===== config.mk =====
export PLATFORM = sky130hd
export DESIGN_NAME = strobe_sequencer
export DESIGN_NICKNAME = d
export VERILOG_FILES = /design/src/rtl/strobe_seq_pkg.sv /design/src/rtl/rst_qualifier.sv /design/src/rtl/mc_phase.sv /design/src/rtl/fetch_route.sv /design/src/rtl/strobe_gen.sv /design/src/rtl/strobe_sequencer.sv
export SDC_FILE = /design/constraint.sdc
export NUM_CORES = 1
export LEC_CHECK = 0
export CAP_MARGIN = 20
export CORE_MARGIN = 5
export CORE_UTILIZATION = 44
export DETAILED_ROUTE_END_ITERATION = 12
export PLACE_DENSITY = 0.82
export SYNTH_ARGS = -nofsm -noshare
export SYNTH_HDL_FRONTEND = slang
export SYNTH_HIERARCHICAL = 1
export SYNTH_SLANG_ARGS = --single-unit

===== constraint.sdc =====
create_clock -name clk_osc -period 2.5 [get_ports clk_osc]
set_input_delay 0.25 -clock clk_osc [delete_from_list [all_inputs] [get_ports clk_osc]]
set_output_delay 0.25 -clock clk_osc [all_outputs]
set_load 0.02 [all_outputs]

===== src/rtl/strobe_seq_pkg.sv =====
package strobe_seq_pkg;
  localparam int PHASES_DEF   = 12;
  localparam int ALE_LEN_DEF  = 2;
  localparam int PSEN_LEN_DEF = 3;
  localparam int RST_CYC_DEF  = 24;
  localparam int ADDR_W_DEF   = 16;

  typedef struct packed {
    logic ale;
    logic psen_n;
  } strobe_t;
endpackage


===== src/rtl/rst_qualifier.sv =====
module rst_qualifier #(
  parameter int RST_CYCLES = 24
) (
  input  logic clk,
  input  logic rst_i,
  output logic rst_q
);
  localparam int CW = $clog2(RST_CYCLES + 1);
  localparam logic [CW-1:0] LIM = CW'(RST_CYCLES);
  localparam logic [CW-1:0] ARM = CW'(RST_CYCLES - 1);

  logic [CW-1:0] cnt;

  always_ff @(posedge clk) begin
    if (!rst_i)          cnt <= '0;
    else if (cnt != LIM) cnt <= cnt + 1'b1;
    rst_q <= rst_i && (cnt >= ARM);
  end

  // a qualified reset only appears after the request was high on the prior edge
  assert_rst_needs_req_R8: assert property (@(posedge clk)
    $rose(rst_q) |-> $past(rst_i));
endmodule


===== src/rtl/mc_phase.sv =====
module mc_phase #(
  parameter int PHASES = 12,
  localparam int PW = $clog2(PHASES)
) (
  input  logic          clk,
  input  logic          rst_q,
  input  logic          dmem_req_i,
  output logic [PW-1:0] phase_o,
  output logic          dacc_o
);
  localparam logic [PW-1:0] LAST = PW'(PHASES - 1);

  logic [PW-1:0] phase_q;
  logic          dacc_q;

  always_ff @(posedge clk) begin
    if (rst_q) begin
      phase_q <= '0;
      dacc_q  <= 1'b0;
    end else begin
      phase_q <= (phase_q == LAST) ? '0 : phase_q + 1'b1;
      if (phase_q == '0) dacc_q <= dmem_req_i;
    end
  end

  assign phase_o = phase_q;
  assign dacc_o  = (phase_q == '0) ? dmem_req_i : dacc_q;

  assert_phase_wrap_R1: assert property (@(posedge clk) disable iff (rst_q)
    (phase_q == LAST) |=> (phase_q == '0));
  assert_phase_step_R1: assert property (@(posedge clk) disable iff (rst_q)
    (phase_q != LAST) |=> (phase_q == $past(phase_q) + 1'b1));
endmodule


===== src/rtl/fetch_route.sv =====
module fetch_route #(
  parameter int ADDR_W = 16,
  parameter logic [ADDR_W-1:0] INT_LIMIT = 'h0FFF
) (
  input  logic              clk,
  input  logic              rst_i,
  input  logic              rst_q,
  input  logic              ea_i,
  input  logic [ADDR_W-1:0] addr_i,
  output logic              ext_o
);
  logic ea_q;

  always_ff @(posedge clk) begin
    if (rst_q) ea_q <= ea_i;
  end

  assign ext_o = !ea_q || (addr_i > INT_LIMIT);

  // captured level holds once the qualified reset is gone
  assert_ea_hold_R7: assert property (@(posedge clk) disable iff (rst_q || rst_i)
    $past(!rst_q) |-> $stable(ea_q));
endmodule


===== src/rtl/strobe_gen.sv =====
module strobe_gen
  import strobe_seq_pkg::*;
#(
  parameter int PHASES   = 12,
  parameter int ALE_LEN  = 2,
  parameter int PSEN_LEN = 3,
  localparam int PW = $clog2(PHASES)
) (
  input  logic          clk,
  input  logic          rst_i,
  input  logic          rst_q,
  input  logic [PW-1:0] phase_i,
  input  logic          dacc_i,
  input  logic          ale_mask_i,
  input  logic          ext_i,
  output logic          ale_o,
  output logic          psen_n_o
);
  localparam int HALF = PHASES / 2;
  localparam logic [PW-1:0] HALF_P = PW'(HALF);

  logic [1:0] ale_win, psen_win;
  strobe_t    st;

  genvar g;
  generate
    for (g = 0; g < 2; g++) begin : g_half
      localparam logic [PW-1:0] A_LO = PW'(g * HALF);
      localparam logic [PW-1:0] A_HI = PW'(g * HALF + ALE_LEN);
      localparam logic [PW-1:0] P_HI = PW'(g * HALF + ALE_LEN + PSEN_LEN);
      assign ale_win[g]  = (phase_i >= A_LO) && (phase_i < A_HI);
      assign psen_win[g] = (phase_i >= A_HI) && (phase_i < P_HI);
    end
  endgenerate

  logic quiet;
  assign quiet = rst_i || rst_q;

  always_comb begin
    st.ale    = 1'b0;
    st.psen_n = 1'b1;
    if (!quiet) begin
      st.ale    = (ale_win[0] && (!ale_mask_i || dacc_i)) ||
                  (ale_win[1] && !ale_mask_i && !dacc_i);
      st.psen_n = !(ext_i && !dacc_i && (psen_win[0] || psen_win[1]));
    end
  end

  assign ale_o    = st.ale;
  assign psen_n_o = st.psen_n;

  assert_rst_silent_R9: assert property (@(posedge clk)
    rst_i |-> (!ale_o && psen_n_o));
  assert_no_overlap_R10: assert property (@(posedge clk)
    !(ale_o && !psen_n_o));
  assert_internal_no_psen_R6: assert property (@(posedge clk)
    !ext_i |-> psen_n_o);
  assert_data_skip_R4: assert property (@(posedge clk) disable iff (quiet)
    (dacc_i && phase_i == HALF_P) |-> !ale_o);
endmodule


===== src/rtl/strobe_sequencer.sv =====
module strobe_sequencer
  import strobe_seq_pkg::*;
#(
  parameter int PHASES     = PHASES_DEF,
  parameter int ALE_LEN    = ALE_LEN_DEF,
  parameter int PSEN_LEN   = PSEN_LEN_DEF,
  parameter int RST_CYCLES = RST_CYC_DEF,
  parameter int ADDR_W     = ADDR_W_DEF,
  parameter logic [ADDR_W-1:0] INT_LIMIT = 'h0FFF,
  localparam int PW = $clog2(PHASES)
) (
  input  logic              clk_osc,
  input  logic              rst_i,
  input  logic              ea_i,
  input  logic [ADDR_W-1:0] fetch_addr_i,
  input  logic              dmem_req_i,
  input  logic              ale_mask_i,
  output logic              ale_o,
  output logic              psen_n_o,
  output logic [PW-1:0]     phase_o,
  output logic              ext_fetch_o
);
  logic          rst_q;
  logic          dacc;
  logic [PW-1:0] phase;

  rst_qualifier #(.RST_CYCLES(RST_CYCLES)) u_rstq (
    .clk(clk_osc), .rst_i(rst_i), .rst_q(rst_q));

  mc_phase #(.PHASES(PHASES)) u_phase (
    .clk(clk_osc), .rst_q(rst_q), .dmem_req_i(dmem_req_i),
    .phase_o(phase), .dacc_o(dacc));

  fetch_route #(.ADDR_W(ADDR_W), .INT_LIMIT(INT_LIMIT)) u_route (
    .clk(clk_osc), .rst_i(rst_i), .rst_q(rst_q), .ea_i(ea_i),
    .addr_i(fetch_addr_i), .ext_o(ext_fetch_o));

  strobe_gen #(.PHASES(PHASES), .ALE_LEN(ALE_LEN), .PSEN_LEN(PSEN_LEN)) u_gen (
    .clk(clk_osc), .rst_i(rst_i), .rst_q(rst_q), .phase_i(phase),
    .dacc_i(dacc), .ale_mask_i(ale_mask_i), .ext_i(ext_fetch_o),
    .ale_o(ale_o), .psen_n_o(psen_n_o));

  assign phase_o = phase;
endmodule


# Word-level counts from Yosys, hierarchy flattened
# Index checks and enable logic that the tools add are counted.
# Widths: inputs -> output; s select.
# op_classes
n_addsub	2
n_lt_le_gt_ge	10
n_eq_ne	2
mux	2
reduce_logical	21
# ops
operator	n
$gt 16x12->1 const B	1
$logic_and 1x1->1	10
$lt 4x4->1 const B	2
$add 5x1->5 const B	1
$ge 5x5->1 const B	1
$logic_or 1x1->1	5
$ne 5x5->1 const B	1
$add 4x1->4 const B	1
$eq 4x4->1 const B	1
$ge 4x1->1 const B	1
$ge 4x2->1 const B	1
$ge 4x3->1 const B	1
$ge 4x4->1 const B	1
$logic_not 1->1	4
$logic_not 4->1	1
$lt 4x2->1 const B	1
$lt 4x3->1 const B	1
$mux 2	1
$reduce_or 2->1	1
$mux 1	1
# word_totals
reg_bits	12
in_bits	21
word_cells	42

# Depth between registers and ports, before layout
# logic_depth
depth_word	7
mapped_depth	7
depth_no_buf	7

# Modules after synthesis
# Netlist, hierarchy kept.
# by_module_without_submodules
module	n_inst	cells_per_inst	area_per_inst_um2	seq_area_each_um2
rst_qualifier	1	30	292.8	120.1
mc_phase	1	25	254.0	100.1
strobe_gen	1	11	82.6	0.0
fetch_route	1	3	40.0	30.0

# Worst setup path before layout
# OpenSTA, ideal clock, no wires.
# synth_path
path_kind	flip-flop to output port
from	register u_phase.phase_q[1] (netlist: u_phase/phase_o[1])
to	output ale_o
t_arrival_ns	1.930
t_required_ns	2.250
path_slack_ns	0.320
stages_incl_launch_ff	8
path_buffers	0
cell_sequence	dfxtp_1 > inv_1 > ha_1 > nor3b_2 > mux2_2 > and4bb_1 > a21oi_1 > nor4_2
# synth_between
elab_chain_cells	6
elab_cells_between_ends	15
classes_between	order compare (4); mux (2); reduce/logical (9)
# synth_rtl
element	line_no	rtl
from (decl)	mc_phase.sv:13	logic [PW-1:0] phase_q;
from (signal assigned)	mc_phase.sv:21	phase_q <= (phase_q == LAST) ? '0 : phase_q + 1'b1;
$logic_not 4->1 (*)	mc_phase.sv:27	assign dacc_o = (phase_q == '0) ? dmem_req_i : dacc_q;
$mux 1 (*)	mc_phase.sv:27	
named net dacc	strobe_sequencer.sv:24	logic dacc;
$logic_or 1x1->1 / $logic_not 1->1 (equally long branches)	strobe_gen.sv:43, strobe_gen.sv:44	
$logic_and 1x1->1, on equally long branches	strobe_gen.sv:43, strobe_gen.sv:44	
$logic_or 1x1->1 (*)	strobe_gen.sv:43	st.ale = (ale_win[0] && (!ale_mask_i || dacc_i)) ||
$mux 2 (*)	strobe_gen.sv:42	if (!quiet) begin
to (decl)	strobe_sequencer.sv:18	output logic ale_o,
# Mark *: on every way through the listed nets, which the timed path passes. The rest lies on a longest branch.

# Worst setup path in the final report
# layout_path
from	register u_phase.phase_q[0] (netlist: u_phase/phase_o[0])
to	output psen_n_o
# layout_between
elab_chain_cells	7
elab_cells_between_ends	14
classes_between	order compare (4); mux (2); reduce/logical (8)
# layout_rtl
element	line_no	rtl
$logic_not 4->1	mc_phase.sv:27	
$mux 1	mc_phase.sv:27	
named net dacc	strobe_sequencer.sv:24	
$logic_not 1->1	strobe_gen.sv:45	st.psen_n = !(ext_i && !dacc_i && (psen_win[0] || psen_win[1]));
$logic_and 1x1->1 (2 in series)	strobe_gen.sv:45	
$logic_not 1->1	strobe_gen.sv:45	
$mux 2	strobe_gen.sv:42	
to (decl)	strobe_sequencer.sv:19	output logic psen_n_o,
# The timed path passes the listed nets, and every way through them passes these cells.

==> impl_metrics.ini <==
[outcome]
status = completed

[clock_tree]
h-tree-depth = 1
clkLatencyLatePin_ns = 0.27
clk_path_buf_depth = 2
numCtsBuffers = 3
cts_root_buf = clkbuf_4
cts_tree = done
cts_sinks = 12
cts.clk_slew.worst_paths_ns = 0.08
cts_hold_buf = 0

[global_routing]
grt-ovfl-total = 0
grt_pass1_vias = 533
track_usage = 0.116
antenna_found_initial = 0
grt_pass1_wl_mm = 2.21
grt_max_degree = 11

[route]
vias = 574
viasPerCell = 5.27
drtIter0Drc = 15
wl_per_cell_um = 12.3
antenna_left = 0
dr.pass1.iters = 4
drc = 0
wl_mm = 1.34

[timing]
fmax_mhz = 423
slew_headroom = 0.773
slew_viol_final = 0
setup_ws_ns = 0.134
tightest_slew_ns = 0.340
hold_viol_final = 0
setup_viol = 0
tns_ns = 0
rsz0062_at_grt = false
period_minus_slack_ns = 2.37
finalCritPeriodShare = 0.946
finClkSkew_ns = 0.00143

[cells_and_area]
final_cell_area_um2 = 897
syn_to_final_growth_pct = 34.0
n_antenna_cell = 0
utilization = 0.610
final_net_count = 119
final_layout_size_suffix_gt1_frac = 0.151

[floorplanning]
core_um2 = 1470
initial_utilization = 0.455
die_area_um2 = 2400
io-pin-count = 28
num_rows = 14
die_y_um = 49.0
die_width_um = 49.0

[pwr]
seqPwrFrac = 0.332
pwr-share-clk = 0.164
p_leak_nw = 0.364
p_total_w = 0.000780
p_int_w = 0.000492
p_per_area_nw_per_um2 = 869
comb_power_share = 0.504
power_switching_w = 0.000287
swShare = 0.369
peakVddDrop_mv = 0.455

[yosys]
synthArstFlopShare = 0
synth_top_area_share = 0.329
synth_cell_type_count = 27
yosys_register_bits = 12
synthTopCellsByArea = dfxtp_1 33%, nand2b_1 8.4%, ha_1 7.5%
yosysSeqAreaShare = 0.374
synth_area_um2 = 669
synthFlopType = dfxtp_1
synth_top_area_cell = dfxtp_1
yosys_warnings = 6
syn_area_per_cell_um2 = 9.70
syn_nets = 94
synth_common_cells = 11 x dfxtp_1, 9 x nand2b_1, 6 x nand2_1
synth-edff-count = 1
synthCells = 69
synth.most_common_cell = dfxtp_1

[setup_path]
endpoint_kind = output pin
required_ns = 2.25
r2r_slack_ns = 1.26
start_kind = flop
crit_fanout = 3
crit_type = reg2out
cp_data_arrival_time_ns = 2.12

[place]
dp_hpwl_mm = 1.09
place_congestion = 0.822
dpl_worst_slack_ns = 0.0522
place_area_um2 = 877
io_buffers = 15

[worst_hold_path]
hp-class = reg2reg

[job]
drv_cap = 0
routing by layer:
metal,vias to the layer above,GRT usage,part of all wire
met5,-,0,0
met3,0,0.0489,0.072
met4,0,0.0269,0
met1,260,0.120,0.43
li1,296,-,-
met2,18,0.211,0.50
critical path, stage by stage, from the launching register on:
cell and delay (ns):
dfxtp_1 0.31, inv_1 0.05, ha_1 0.15, nor3b_2 0.24
mux2_2 0.38, nor4b_1 0.28, o21ai_1 0.11, dlygate4sd2_1 0.33
sequential cells by signal, indices dropped and copies added (netlist names):
| name | cells |
|---|---|
| u_phase/dacc_q | 1 |
| u_rstq/rst_q | 1 |
| u_route/ea_q | 1 |
| u_rstq/cnt | 5 |
| u_phase/phase_o | 4 |
cell usage in the layout (no fill, tap or decap), types with 3 or more instances in the layout:
master and count:
clkdlybuf4s50_1 13, dfxtp_1 11, nand2b_1 9, nand2_1 6, buf_4 5, mux2i_1 5
a21oi_1 4, inv_1 4, ha_1 4, clkbuf_4 3
power groups by stage:
stage | sequential (W) | combinational [W] | clock (W)
floorplan | 0.000333 | 0.000167 | 0
global placement | 0.000262 | 0.000388 | 0
detailed placement | 0.000265 | 0.000405 | 0
CTS | 0.000260 | 0.000399 | 0.000131
global route | 0.000265 | 0.000428 | 0.000147
finish | 0.000259 | 0.000393 | 0.000128
worst paths after layout:
check / depth (start not counted) / startpoint / endpoint
max: 7 / u_phase/phase_o[0] / psen_n_o
min: 2 / u_phase/dacc_q / u_phase/dacc_q
max reg2reg: 4 / u_phase/phase_o[1] / u_phase/phase_o[2]
min reg2reg: 2 / u_phase/dacc_q / u_phase/dacc_q
layout make-up:
type                       instances  area (um^2)
inverter                           4         15.0
fill                             139          574
clock buffer                       4         26.3
tap                               16         20.0
sequential                        12          250
multi-input combinational         53          404
timing repair buffer              20          181
cell families (layout without fill, tap and decap cells):
logic type | Yosys count | after routing | synth area share
AO/OA/AOI/OAI | 8 | 8 | 0.0729
XOR/XNOR | 2 | 2 | 0.0262
adder cells (fa/ha/maj) | 4 | 4 | 0.0748
buffers and inverters | 4 | 28 | 0.0224
flip-flops | 12 | 12 | 0.374
multiplexers | 6 | 6 | 0.0916
AND/OR/NAND/NOR | 33 | 33 | 0.338
through the flow:
| stage | instances | hold WS [ns] |
|---|---|---|
| after global routing | 109 | 0.504 |
| after detailed placement | 105 | 0.479 |
| after floorplan | 69 | 0.349 |
| final | 109 | 0.480 |
| after CTS | 109 | 0.490 |
| after global placement | 105 | 0.460 |
what timing repair did:
item	CTS	global route
buffers inserted	0	0
setup endpoints to repair	2	1
gates resized for setup	2	3
(Power assumes the default switching activity.)
